## src/rtl/rmam_pkg.sv

```systemverilog
package rmam_pkg;
  typedef enum logic [1:0] {OP_MOV = 2'd0, OP_ADD = 2'd1, OP_AND = 2'd2, OP_XOR = 2'd3} alu_op_e;

  localparam int unsigned CODE_W = 4;
  localparam int unsigned SLOT_W = 3;
  localparam int unsigned NSLOT  = 1 << SLOT_W;
  localparam logic [CODE_W-1:0] CODE_OVF = 4'd8;

  function automatic logic is_io(input logic [CODE_W-1:0] c);
    return (c == 4'd7) || (c >= 4'd10);
  endfunction

  // code 9 lives in slot 7
  function automatic logic [SLOT_W-1:0] slot_of(input logic [CODE_W-1:0] c);
    return (c == 4'd9) ? 3'd7 : c[SLOT_W-1:0];
  endfunction
endpackage

```

## src/rtl/rmam_rotmask.sv

```systemverilog
module rmam_rotmask #(
  parameter int unsigned DW = 8,
  localparam int unsigned RW = $clog2(DW)
) (
  input  logic [0:DW-1] data_i,
  input  logic [RW-1:0] rot_i,
  input  logic [RW-1:0] len_i,
  output logic [0:DW-1] field_o,
  output logic [0:DW-1] mask_o
);
  logic [0:DW-1] ones;
  logic [0:DW-1] rotated;

  assign ones    = '1;
  assign rotated = (data_i >> rot_i) | (data_i << (DW - int'(rot_i)));
  assign mask_o  = ~(ones << (int'(len_i) + 1));
  assign field_o = rotated & mask_o;
endmodule

```

## src/rtl/rmam_alu.sv

```systemverilog
module rmam_alu
  import rmam_pkg::*;
#(
  parameter int unsigned DW = 8
) (
  input  alu_op_e       op_i,
  input  logic [0:DW-1] a_i,
  input  logic [0:DW-1] aux_i,
  output logic [0:DW-1] res_o,
  output logic          carry_o
);
  logic [DW:0] sum;

  assign sum = {1'b0, a_i} + {1'b0, aux_i};

  always_comb begin
    carry_o = 1'b0;
    unique case (op_i)
      OP_MOV: res_o = a_i;
      OP_ADD: begin
        res_o   = sum[DW-1:0];
        carry_o = sum[DW];
      end
      OP_AND: res_o = a_i & aux_i;
      OP_XOR: res_o = a_i ^ aux_i;
      default: res_o = a_i;
    endcase
  end
endmodule

```

## src/rtl/rmam_merge.sv

```systemverilog
module rmam_merge #(
  parameter int unsigned DW = 8,
  localparam int unsigned RW = $clog2(DW)
) (
  input  logic [0:DW-1] base_i,
  input  logic [0:DW-1] res_i,
  input  logic [0:DW-1] mask_i,
  input  logic [RW-1:0] rot_i,
  output logic [0:DW-1] merged_o
);
  logic [0:DW-1] res_sh;
  logic [0:DW-1] mask_sh;

  assign res_sh   = (res_i  << rot_i) | (res_i  >> (DW - int'(rot_i)));
  assign mask_sh  = (mask_i << rot_i) | (mask_i >> (DW - int'(rot_i)));
  assign merged_o = (base_i & ~mask_sh) | (res_sh & mask_sh);
endmodule

```

## src/rtl/rmam_regfile.sv

```systemverilog
module rmam_regfile
  import rmam_pkg::*;
#(
  parameter int unsigned DW = 8
) (
  input  logic              clk_i,
  input  logic              rst_ni,
  input  logic              we_i,
  input  logic [SLOT_W-1:0] wslot_i,
  input  logic [0:DW-1]     wdata_i,
  input  logic [SLOT_W-1:0] rslot_i,
  output logic [0:DW-1]     rdata_o,
  output logic [0:DW-1]     aux_o
);
  logic [0:DW-1] slot_q [NSLOT];

  for (genvar g = 0; g < NSLOT; g++) begin : g_slot
    always_ff @(posedge clk_i or negedge rst_ni) begin
      if (!rst_ni)                                    slot_q[g] <= '0;
      else if (we_i && (wslot_i == SLOT_W'(g)))       slot_q[g] <= wdata_i;
    end
  end

  assign rdata_o = slot_q[rslot_i];
  assign aux_o   = slot_q[0];
endmodule

```

## src/rtl/rmam_datapath.sv

```systemverilog
module rmam_datapath
  import rmam_pkg::*;
#(
  parameter int unsigned DW = 8,
  localparam int unsigned RW = $clog2(DW),
  localparam int unsigned IW = 2 + 2 * CODE_W + 2 * RW
) (
  input  logic          clk_i,
  input  logic          rst_ni,
  input  logic [IW-1:0] instr_i,
  input  logic          instr_valid_i,
  input  logic [0:DW-1] port_rd_data_i,
  output logic          port_rd_o,
  output logic          port_rd_bank_o,
  output logic          port_wr_o,
  output logic          port_wr_bank_o,
  output logic [0:DW-1] port_wr_data_o
);
  localparam int unsigned LEN_LSB = 0;
  localparam int unsigned ROT_LSB = RW;
  localparam int unsigned DST_LSB = 2 * RW;
  localparam int unsigned SRC_LSB = DST_LSB + CODE_W;
  localparam int unsigned OP_LSB  = SRC_LSB + CODE_W;

  alu_op_e           op;
  logic [CODE_W-1:0] src, dst;
  logic [RW-1:0]     rot, len;
  logic              src_io, dst_io, src_ovf, dst_ovf;

  assign op      = alu_op_e'(instr_i[OP_LSB +: 2]);
  assign src     = instr_i[SRC_LSB +: CODE_W];
  assign dst     = instr_i[DST_LSB +: CODE_W];
  assign rot     = instr_i[ROT_LSB +: RW];
  assign len     = instr_i[LEN_LSB +: RW];
  assign src_io  = is_io(src);
  assign dst_io  = is_io(dst);
  assign src_ovf = (src == CODE_OVF);
  assign dst_ovf = (dst == CODE_OVF);

  logic          ovf_q, wr_q, wr_bank_q;
  logic [0:DW-1] ivb_q;
  logic [0:DW-1] rf_rd, aux, src_val, field, mask, res, merged, base;
  logic          carry;

  rmam_regfile #(.DW(DW)) u_rf (
    .clk_i   (clk_i),
    .rst_ni  (rst_ni),
    .we_i    (instr_valid_i && !dst_io && !dst_ovf),
    .wslot_i (slot_of(dst)),
    .wdata_i (res),
    .rslot_i (slot_of(src)),
    .rdata_o (rf_rd),
    .aux_o   (aux)
  );

  always_comb begin
    if (src_io)       src_val = port_rd_data_i;
    else if (src_ovf) src_val = {{(DW-1){1'b0}}, ovf_q};
    else              src_val = rf_rd;
  end

  rmam_rotmask #(.DW(DW)) u_rm (
    .data_i  (src_val),
    .rot_i   (rot),
    .len_i   (len),
    .field_o (field),
    .mask_o  (mask)
  );

  rmam_alu #(.DW(DW)) u_alu (
    .op_i    (op),
    .a_i     (field),
    .aux_i   (aux),
    .res_o   (res),
    .carry_o (carry)
  );

  assign base = src_io ? port_rd_data_i : ivb_q;

  rmam_merge #(.DW(DW)) u_mg (
    .base_i   (base),
    .res_i    (res),
    .mask_i   (mask),
    .rot_i    (rot),
    .merged_o (merged)
  );

  always_ff @(posedge clk_i or negedge rst_ni) begin
    if (!rst_ni) begin
      ivb_q     <= '0;
      ovf_q     <= 1'b0;
      wr_q      <= 1'b0;
      wr_bank_q <= 1'b0;
    end else begin
      wr_q <= instr_valid_i && dst_io;
      if (instr_valid_i) begin
        if (dst_io) begin
          ivb_q     <= merged;
          wr_bank_q <= dst[3];
        end else if (src_io) begin
          ivb_q <= port_rd_data_i;
        end
        // add carry wins over a code-8 destination
        if (op == OP_ADD) ovf_q <= carry;
        else if (dst_ovf) ovf_q <= res[DW-1];
      end
    end
  end

  assign port_rd_o      = instr_valid_i && src_io;
  assign port_rd_bank_o = src[3];
  assign port_wr_o      = wr_q;
  assign port_wr_bank_o = wr_bank_q;
  assign port_wr_data_o = ivb_q;
endmodule

```

## config.mk

```make
export PLATFORM = sky130hd
export DESIGN_NAME = rmam_datapath
export DESIGN_NICKNAME = d
export VERILOG_FILES = /design/src/rtl/rmam_pkg.sv /design/src/rtl/rmam_rotmask.sv /design/src/rtl/rmam_alu.sv /design/src/rtl/rmam_merge.sv /design/src/rtl/rmam_regfile.sv /design/src/rtl/rmam_datapath.sv
export SDC_FILE = /design/constraint.sdc
export NUM_CORES = 1
export LEC_CHECK = 0
export ABC_AREA = 1
export BUFFER_PORTS_ARGS = -buffer_cell sky130_fd_sc_hd__buf_2
export CAP_MARGIN = 0
export CORE_ASPECT_RATIO = 0.8
export CORE_MARGIN = 4
export CORE_UTILIZATION = 60
export CTS_CLUSTER_SIZE = 25
export DETAILED_ROUTE_END_ITERATION = 8
export MAX_ROUTING_LAYER = met4
export PLACE_DENSITY = 0.86
export SYNTH_ARGS = -nofsm -noshare
export SYNTH_HDL_FRONTEND = slang
export SYNTH_SLANG_ARGS = --single-unit
```

## constraint.sdc

```tcl
create_clock -name clk_i -period 4.6 [get_ports clk_i]
set_clock_uncertainty 0.15 [all_clocks]
set_input_delay 0.92 -clock clk_i [delete_from_list [all_inputs] [get_ports clk_i]]
set_output_delay 0.92 -clock clk_i [all_outputs]
set_load 0.02 [all_outputs]
```

==> results of run 1 <==
## worst min-delay path, stage by stage, from the launching register on
cell and delay (ns):
sky130_fd_sc_hd__dfrtp_1 0.34, sky130_fd_sc_hd__nand2_1 0.05, sky130_fd_sc_hd__o21ai_0 0.06
## repair_timing
action / in CTS / in global routing
cloned: 0 / 1
resized for setup: 1 / 46
pin swaps: 0 / 13
buffers inserted: 0 / 2
endpoints found under the setup margin: 1 / 25
## stage by stage
| step | util, % | hold slack, ns | worst slack, ns | area (µm²) | cells |
|---|---|---|---|---|---|
| 3_3_place_gp | 70.8 | 0.315 | -0.235 | 6570 | 1111 |
| 6_report | 76.3 | 0.337 | 0.157 | 7070 | 1128 |
| 4_1_cts | 74.3 | 0.339 | 0.0664 | 6880 | 1125 |
| 2_1_floorplan | - | 0.299 | 0.169 | 5860 | 921 |
| 3_5_place_dp | 70.8 | 0.324 | -0.330 | 6570 | 1111 |
| 5_1_grt | 76.3 | 0.356 | -0.117 | 7070 | 1128 |
## how the worst max path moves through the flow
stage	to	slack, ns
floorplan	port_wr_data_o[0]	0.17
global placement	port_wr_data_o[0]	-0.24
detailed placement	port_wr_data_o[0]	-0.33
CTS	port_wr_data_o[0]	0.07
global route	port_wr_data_o[4]	-0.12
finish	port_wr_data_o[5]	0.16
## routing by layer
layer  part of all wire (%)  global-route usage (%)  wire length [µm]
met1                     42                    48.5              8010
met3                     15                    11.9              2780
met5                      0                       -                 0
met4                    1.8                    6.65               342
met2                     42                    51.6              8010
## final cells by class
type	count	area (µm²)
clock buffers	10	239
clock inverters	4	76.3
fillers	700	2200
inverters	96	364
multi-input cells	715	3540
flip-flops and latches	75	1880
well taps	115	144
repair buffers	112	823
repair inverters	1	7.51
## placed cells by master (no fill, tap or decap), types with 2 or more instances in the layout
master,instances
sky130_fd_sc_hd__nand2_1,296
sky130_fd_sc_hd__o21ai_0,103
sky130_fd_sc_hd__nand3_1,86
sky130_fd_sc_hd__inv_1,82
sky130_fd_sc_hd__dfrtp_1,75
sky130_fd_sc_hd__nor2_1,73
sky130_fd_sc_hd__buf_4,68
sky130_fd_sc_hd__buf_2,36
sky130_fd_sc_hd__a21oi_1,28
sky130_fd_sc_hd__nand2_2,23
sky130_fd_sc_hd__nand3_2,20
sky130_fd_sc_hd__a31oi_1,10
sky130_fd_sc_hd__ha_1,10
sky130_fd_sc_hd__nor3_1,9
sky130_fd_sc_hd__clkbuf_16,9
sky130_fd_sc_hd__inv_2,8
sky130_fd_sc_hd__o21ai_1,8
sky130_fd_sc_hd__o211ai_1,7
sky130_fd_sc_hd__clkinv_1,5
sky130_fd_sc_hd__o21ai_2,4
sky130_fd_sc_hd__nor2_2,4
sky130_fd_sc_hd__o22ai_1,4
sky130_fd_sc_hd__buf_12,4
sky130_fd_sc_hd__clkinvlp_4,3
sky130_fd_sc_hd__nand4_1,3
sky130_fd_sc_hd__o21bai_1,3
sky130_fd_sc_hd__nand2_4,2
sky130_fd_sc_hd__o32ai_1,2
sky130_fd_sc_hd__a21oi_2,2
sky130_fd_sc_hd__bufinv_16,2
sky130_fd_sc_hd__buf_6,2
sky130_fd_sc_hd__buf_8,2
## kinds of logic (layout without fill, tap and decap cells)
kind of cell             count (synthesis)  in the layout  share of synthesized area, %
AND/OR/NAND/NOR                        520            520                          38.1
AO/OA/AOI/OAI                          182            182                          17.4
buffers and inverters                  131            223                          9.44
flip-flops                              75             75                          32.1
adder cells (fa/ha/maj)                 12             12                          2.69
XOR/XNOR                                 1              1                         0.278
## sequential cells by signal (all words and copies together), names as in the netlist
| signal | cells |
|---|---|
| ovf_q | 1 |
| port_wr_bank_o | 1 |
| port_wr_data_o | 8 |
| port_wr_o | 1 |
| u_rf.aux_o | 8 |
| u_rf.slot_q | 56 |
## power groups by stage
stage	combinational (mW)	clock [mW]	sequential (mW)
2_1_floorplan	0.638	0	0.943
3_3_place_gp	0.957	0	0.951
3_5_place_dp	0.978	0	0.956
4_1_cts	0.997	0.751	0.950
5_1_grt	1.20	0.787	0.976
6_report	1.08	0.748	0.956
==> tab_implementation.tex, run 1 <==
\begin{tabular}{lr}
\hline
Metric & Value \\
\hline
\multicolumn{2}{l}{\textbf{Status}} \\
\quad Status & complete, no violations \\
\multicolumn{2}{l}{\textbf{Placed design}} \\
\quad Weighted congestion reported at the end of routability-driven placement & 1.10 \\
\quad Half-perimeter wire length of the detailed placement result & 13900 µm \\
\quad \# port buffers & 38 \\
\multicolumn{2}{l}{\textbf{Logic synthesis}} \\
\quad Distinct cell type count after synthesis & 44 \\
\quad Leading post-synthesis cells by instance count & 301 x sky130\_fd\_sc\_hd\_\_nand2\_1, 108 x sky130\_fd\_sc\_hd\_\_o21ai\_0, 96 x sky130\_fd\_sc\_hd\_\_nand3\_1 \\
\quad Mapped Nets & 960 \\
\quad Most frequent cell after synthesis & sky130\_fd\_sc\_hd\_\_nand2\_1 \\
\quad Number of cells produced by synthesis & 921 \\
\quad Number of enable-type register cells in the synthesized netlist & 0 \\
\quad Share of flip-flops with an asynchronous set or reset & 100\% \\
\quad Post-synth top area share & 32.1\% \\
\quad Post-synth top flop & sky130\_fd\_sc\_hd\_\_dfrtp\_1 \\
\quad Post-synthesis cell area & 5860 µm² \\
\quad Share of the yosys chip area belonging to registers & 32.1\% \\
\quad Total of warnings raised by yosys & 0 \\
\quad Synthesized area divided by synthesized cell count & 6.36 µm² \\
\quad FF+latch count, synth & 75 \\
\quad Most area-hungry cell type in the Yosys netlist & sky130\_fd\_sc\_hd\_\_dfrtp\_1 \\
\quad Top cells by area in the synthesized netlist & sky130\_fd\_sc\_hd\_\_dfrtp\_1 32\%, sky130\_fd\_sc\_hd\_\_nand2\_1 19\%, sky130\_fd\_sc\_hd\_\_o21ai\_0 9.2\% \\
\multicolumn{2}{l}{\textbf{Power}} \\
\quad Switching fraction of total power & 38.3\% \\
\quad Static leakage & 3.61 nW \\
\quad Post-layout total power & 2.78 mW \\
\quad Sequential group share of total power & 34.4\% \\
\quad Combinational share of power & 38.7\% \\
\quad Proportion of power drawn by the clock network & 26.9\% \\
\quad Cell internal power dissipation & 1.72 mW \\
\quad Highest ir drop seen on vdd & 0.236 mV \\
\quad Power per cell area & 393 nW/µm² \\
\quad P\_sw & 1.07 mW \\
\multicolumn{2}{l}{\textbf{Setup path}} \\
\quad Critical-path maximum fanout & 6 \\
\quad Worst R2R Setup Slack & 0.75 ns \\
\quad Instance count on the critical path & 33 \\
\quad Worst Path Buf+Inv & 3 \\
\quad Worst R2R Start & u\_rf.aux\_o[6] \\
\quad Critical Path Most Common Cell & sky130\_fd\_sc\_hd\_\_nand2\_1 \\
\quad End of the worst register-to-register path & port\_wr\_data\_o[5] \\
\quad Crit start category & input port \\
\quad Critical path's top delay family & simple AND/OR/NAND/NOR gates \\
\quad Worst path arrival time & 4.56 ns \\
\quad Peak per-stage delay on the critical path & 0.29 ns \\
\quad Count of cells along the worst register-to-register path & 29 \\
\quad Critical setup path kind & input port to flop \\
\quad Data required, critical path & 4.72 ns \\
\quad Critical path endpoint category & flop \\
\quad Slowest stage cell on the critical path & sky130\_fd\_sc\_hd\_\_ha\_1 \\
\quad First element of the critical path & instr\_i[11] \\
\multicolumn{2}{l}{\textbf{Finish}} \\
\quad Synth-to-Final Area Change & 20.8\% \\
\quad \# diodes & 0 \\
\quad Total Nets Final & 1049 \\
\quad Fraction of final layout cells with drive strength greater than 1 & 19.8\% \\
\multicolumn{2}{l}{\textbf{Timing}} \\
\quad Final setup violation count & 0 \\
\quad Tightest Pin Transition & 0.964 ns \\
\quad Setup repair after global routing missed its margin & true \\
\quad Post-route fraction of the period consumed by the critical path & 96.6\% \\
\quad Fin. Hold Viols & 0 \\
\quad Headroom to the max-slew limit & 35.8\% \\
\quad Achievable clock frequency & 225 MHz \\
\quad Aggregate negative setup slack & 0 ns \\
\quad Minimum clock period after layout & 4.44 ns \\
\quad Max-slew violation count & 0 \\
\multicolumn{2}{l}{\textbf{GRT}} \\
\quad Wire length of the first global-routing pass & 31100 µm \\
\quad Pin count of the biggest net entering global routing & 76 \\
\quad Antenna violations before repair & 0 \\
\quad GRT Util Overall & 35.3\% \\
\quad Vias in the first global route & 6100 \\
\quad Total overflow reported by the global router & 0 \\
\multicolumn{2}{l}{\textbf{Routing}} \\
\quad First-iteration detailed-routing DRC count & 983 \\
\quad DRC & 0 \\
\quad Number of vias in the routed layout & 6787 \\
\quad Routed len/inst & 17.0 µm \\
\quad Detailed-routing iteration count for the pre-antenna-repair pass & 7 \\
\quad Final WL & 19200 µm \\
\quad Avg Vias per Cell & 6.02 \\
\quad Post-detailed-route count of antenna-violating nets & 0 \\
\multicolumn{2}{l}{\textbf{Floorplanning}} \\
\quad Floorplan core area & 9270 µm² \\
\quad Site Rows & 31 \\
\quad Top-level port count & 39 \\
\quad Area of the die & 11400 µm² \\
\quad Die Wd & 118 µm \\
\quad Die Y & 96.4 µm \\
\quad Initial Util & 63.2\% \\
\multicolumn{2}{l}{\textbf{Clock tree}} \\
\quad Sink count of the clock tree & 75 \\
\quad Max Buffers Root-to-Sink & 2 \\
\quad CTS tree & done \\
\quad Clock tree root driver cell & sky130\_fd\_sc\_hd\_\_clkbuf\_16 \\
\quad Max H-tree Level & 3 \\
\quad Count of hold-fix buffers inserted at cts & 0 \\
\quad Clock network latency to the later pin of the worst-skew pair & 0.33 ns \\
\quad Reg clk slew, reported paths & 0.06 ns \\
\quad Number of buffers created by CTS & 9 \\
\multicolumn{2}{l}{\textbf{Hold path}} \\
\quad End point of the worst hold path & u\_rf.slot\_q[14] \\
\quad Cell count of the worst hold path & 2 \\
\quad Startpoint of the lowest-slack hold path & u\_rf.slot\_q[14] \\
\quad Hold Crit Class & flop to flop \\
\multicolumn{2}{l}{\textbf{Run}} \\
\quad Number of maximum-capacitance violations & 0 \\
\hline
\end{tabular}
Note: power is estimated with default switching activity, not from simulation.
==> run 2: changes to the inputs <==
Settings changed: BUFFER_PORTS_ARGS -buffer_cell sky130_fd_sc_hd__buf_2 to -buffer_cell sky130_fd_sc_hd__buf_4.
==> run 2 against run 1 <==
  * Critical path depth is 1 lower
  * Sequential power hardly changed
  * Power is 2.3% higher
  * Sequential cell count stayed put
  * Register-to-register slack worse by 0.18 ns
  * Core utilization is 3.9 points higher
  * Die area stayed put
  * Sequential share of layout area is 1.3 points lower
  * First-iteration DRC count is 20% lower
  * Via count is 1.7% higher
==> tab_implementation.tex, run 2 (same netlist as run 1, synthesis figures left out) <==
\begin{tabular}{lr}
\hline
Metric & Value \\
\hline
\multicolumn{2}{l}{\textbf{Status}} \\
\quad Status & complete, no violations \\
\multicolumn{2}{l}{\textbf{Clock tree}} \\
\quad Number of buffers created by CTS & 9 (unchanged) \\
\quad Count of hold-fix buffers inserted at cts & 0 (unchanged) \\
\quad Clock tree root driver cell & sky130\_fd\_sc\_hd\_\_clkbuf\_16 \\
\quad Max Buffers Root-to-Sink & 2 (unchanged) \\
\quad CTS tree & done \\
\quad Sink count of the clock tree & 75 (unchanged) \\
\quad Max H-tree Level & 3 (unchanged) \\
\quad Clock network latency to the later pin of the worst-skew pair & 0.34 ns (about the same) \\
\quad Reg clk slew, reported paths & 0.06 ns (about the same) \\
\multicolumn{2}{l}{\textbf{Finish}} \\
\quad \# diodes & 0 (unchanged) \\
\quad Register containing the most flip-flops in the final layout & u\_rf.slot\_q \\
\quad Fraction of final layout cells with drive strength greater than 1 & 23.4\% (+3.6 points) \\
\quad Most used cells in the layout excluding fill and tap cells & 288 x sky130\_fd\_sc\_hd\_\_nand2\_1, 125 x sky130\_fd\_sc\_hd\_\_buf\_4, 94 x sky130\_fd\_sc\_hd\_\_o21ai\_0, 82 x sky130\_fd\_sc\_hd\_\_inv\_1, 79 x sky130\_fd\_sc\_hd\_\_nand3\_1 \\
\quad Most common library cell in the layout ignoring fill and taps & sky130\_fd\_sc\_hd\_\_nand2\_1 \\
\quad Final std cell area, no fill & 7440 µm² (+5.2\%) \\
\quad Synth-to-Final Area Change & 27.0\% \\
\quad Largest register FFs & 56 (unchanged) \\
\quad Total Nets Final & 1071 (+2.1\%) \\
\multicolumn{2}{l}{\textbf{Routing}} \\
\quad First-iteration detailed-routing DRC count & 788 (-20\%) \\
\quad DRC & 0 (unchanged) \\
\quad Final WL & 20600 µm (+7.6\%) \\
\quad Avg Vias per Cell & 5.99 (-0.44\%) \\
\quad Detailed-routing iteration count for the pre-antenna-repair pass & 7 (unchanged) \\
\quad Number of vias in the routed layout & 6901 (+1.7\%) \\
\quad Post-detailed-route count of antenna-violating nets & 0 (unchanged) \\
\quad Routed len/inst & 17.9 µm (+5.3\%) \\
\multicolumn{2}{l}{\textbf{Timing}} \\
\quad Minimum clock period after layout & 4.48 ns (+0.0333 ns) \\
\quad Post-route fraction of the period consumed by the critical path & 97.3\% (+0.72 points) \\
\quad WHS & 0.332 ns (-0.00436 ns) \\
\quad Fin. Hold Viols & 0 (unchanged) \\
\quad Headroom to the max-slew limit & 37.1\% (+1.3 points) \\
\quad Achievable clock frequency & 223 MHz (-0.74\%) \\
\quad Final setup violation count & 0 (unchanged) \\
\quad Tightest Pin Transition & 0.944 ns (-0.0201 ns) \\
\quad Max-slew violation count & 0 (unchanged) \\
\quad Aggregate negative setup slack & 0 ns (unchanged) \\
\multicolumn{2}{l}{\textbf{Setup path}} \\
\quad Critical setup path kind & input port to flop \\
\quad Slowest stage cell on the critical path & sky130\_fd\_sc\_hd\_\_ha\_1 \\
\quad Worst Path Buf+Inv & 10 (+7) \\
\quad Critical-path maximum fanout & 8 (+2) \\
\quad First element of the critical path & instr\_i[11] \\
\quad Crit start category & input port \\
\quad Data required, critical path & 4.69 ns (-0.03 ns) \\
\quad Critical path's top delay family & simple AND/OR/NAND/NOR gates \\
\quad Worst R2R Setup Slack & 0.57 ns (-0.18 ns) \\
\quad Count of cells along the worst register-to-register path & 30 (+3.4\%) \\
\quad Worst R2R Start & u\_rf.aux\_o[7] \\
\quad Instance count on the critical path & 32 (-3.0\%) \\
\quad Worst path arrival time & 4.56 ns (about the same) \\
\quad End point of the critical path & u\_rf.slot\_q[14] \\
\quad Peak per-stage delay on the critical path & 0.36 ns (+0.07 ns) \\
\quad Critical Path Most Common Cell & sky130\_fd\_sc\_hd\_\_nand2\_1 \\
\quad End of the worst register-to-register path & u\_rf.slot\_q[14] \\
\quad Critical path endpoint category & flop \\
\multicolumn{2}{l}{\textbf{Placed design}} \\
\quad \# port buffers & 38 (unchanged) \\
\quad Half-perimeter wire length of the detailed placement result & 14900 µm (+6.6\%) \\
\quad Placed cell area & 6790 µm² (+3.4\%) \\
\quad Weighted congestion reported at the end of routability-driven placement & 1.04 (-5.9\%) \\
\multicolumn{2}{l}{\textbf{GRT}} \\
\quad Antenna violations before repair & 0 (unchanged) \\
\quad GRT Util Overall & 35.8\% (+0.42 points) \\
\quad Total overflow reported by the global router & 0 (unchanged) \\
\quad Pin count of the biggest net entering global routing & 76 (unchanged) \\
\quad Wire length of the first global-routing pass & 31400 µm (+0.73\%) \\
\quad Vias in the first global route & 6051 (-0.80\%) \\
\multicolumn{2}{l}{\textbf{Floorplanning}} \\
\quad Top-level port count & 39 (unchanged) \\
\quad Die Wd & 118 µm (unchanged) \\
\quad Floorplan core area & 9270 µm² (unchanged) \\
\quad Area of the die & 11400 µm² (unchanged) \\
\quad Initial Util & 63.2\% (unchanged) \\
\quad Site Rows & 31 (unchanged) \\
\quad Die Y & 96.4 µm (unchanged) \\
\multicolumn{2}{l}{\textbf{Power}} \\
\quad Highest ir drop seen on vdd & 0.243 mV (+3.0\%) \\
\quad Power per cell area & 383 nW/µm² (-2.7\%) \\
\quad Static leakage & 3.77 nW (+4.3\%) \\
\multicolumn{2}{l}{\textbf{Run}} \\
\quad Number of maximum-capacitance violations & 0 (unchanged) \\
\multicolumn{2}{l}{\textbf{Hold path}} \\
\quad Hold Crit Class & flop to flop \\
\hline
\end{tabular}
## run 2: power by group
group          leakage (nW)  total [mW]  internal (mW)  switching, mW
Clock                 0.142       0.714          0.437          0.278
Sequential            0.958       0.954          0.838          0.116
Combinational          2.67        1.18          0.459          0.717
Total                  3.77        2.85           1.73           1.11
## run 2: final cells by class
type,instances,area (µm²)
inverters,96,363
repair buffers,135,1090
clock inverters,5,62.6
well taps,115,144
multi-input cells,715,3650
flip-flops and latches,75,1880
fillers,678,1830
clock buffers,11,243
## run 2: metal layers
metal / up-vias / track usage (%) / part of all wire, %
li1: 3233 / - / -
met1: 3149 / 50.5 / 43
met2: 467 / 50.2 / 42
met3: 52 / 11.8 / 14
met4: 0 / 7.33 / 1.8
met5: - / - / 0
## run 2: metrics by stage
stage                     setup WS (ns)  utilization [%]  cells  power (mW)
final                             0.124             80.2   1152        2.85
after global routing             -0.122             80.2   1152        3.00
after CTS                        0.0757             76.5   1144        2.72
after detailed placement         -0.119             73.2   1128        2.00
after global placement          -0.0602             73.2   1128        1.98
after floorplan                   0.169                -    921        1.58
## run 2: worst min path at each step
| stage | start | end | cells past startpoint |
|---|---|---|---|
| final | u_rf.slot_q[29] | u_rf.slot_q[29] | 2 |
| after global routing | u_rf.slot_q[16] | u_rf.slot_q[16] | 2 |
| after CTS | u_rf.slot_q[29] | u_rf.slot_q[29] | 2 |
| after detailed placement | u_rf.slot_q[29] | u_rf.slot_q[29] | 2 |
| after global placement | u_rf.slot_q[29] | u_rf.slot_q[29] | 2 |
| after floorplan | u_rf.slot_q[5] | u_rf.slot_q[5] | 2 |
## run 2: repair_timing
action | 4_1_cts | 5_1_grt
buffers inserted | 0 | 7
gates resized for setup | 0 | 79
hold endpoints to repair | 0 | 0
endpoints found under the setup margin | 0 | 20
## run 2: tightest hold or removal path, cell delays in order, from the launching register on
cell	delay [ns]
sky130_fd_sc_hd__dfrtp_1	0.34
sky130_fd_sc_hd__nand2_1	0.05
sky130_fd_sc_hd__nand2_1	0.05
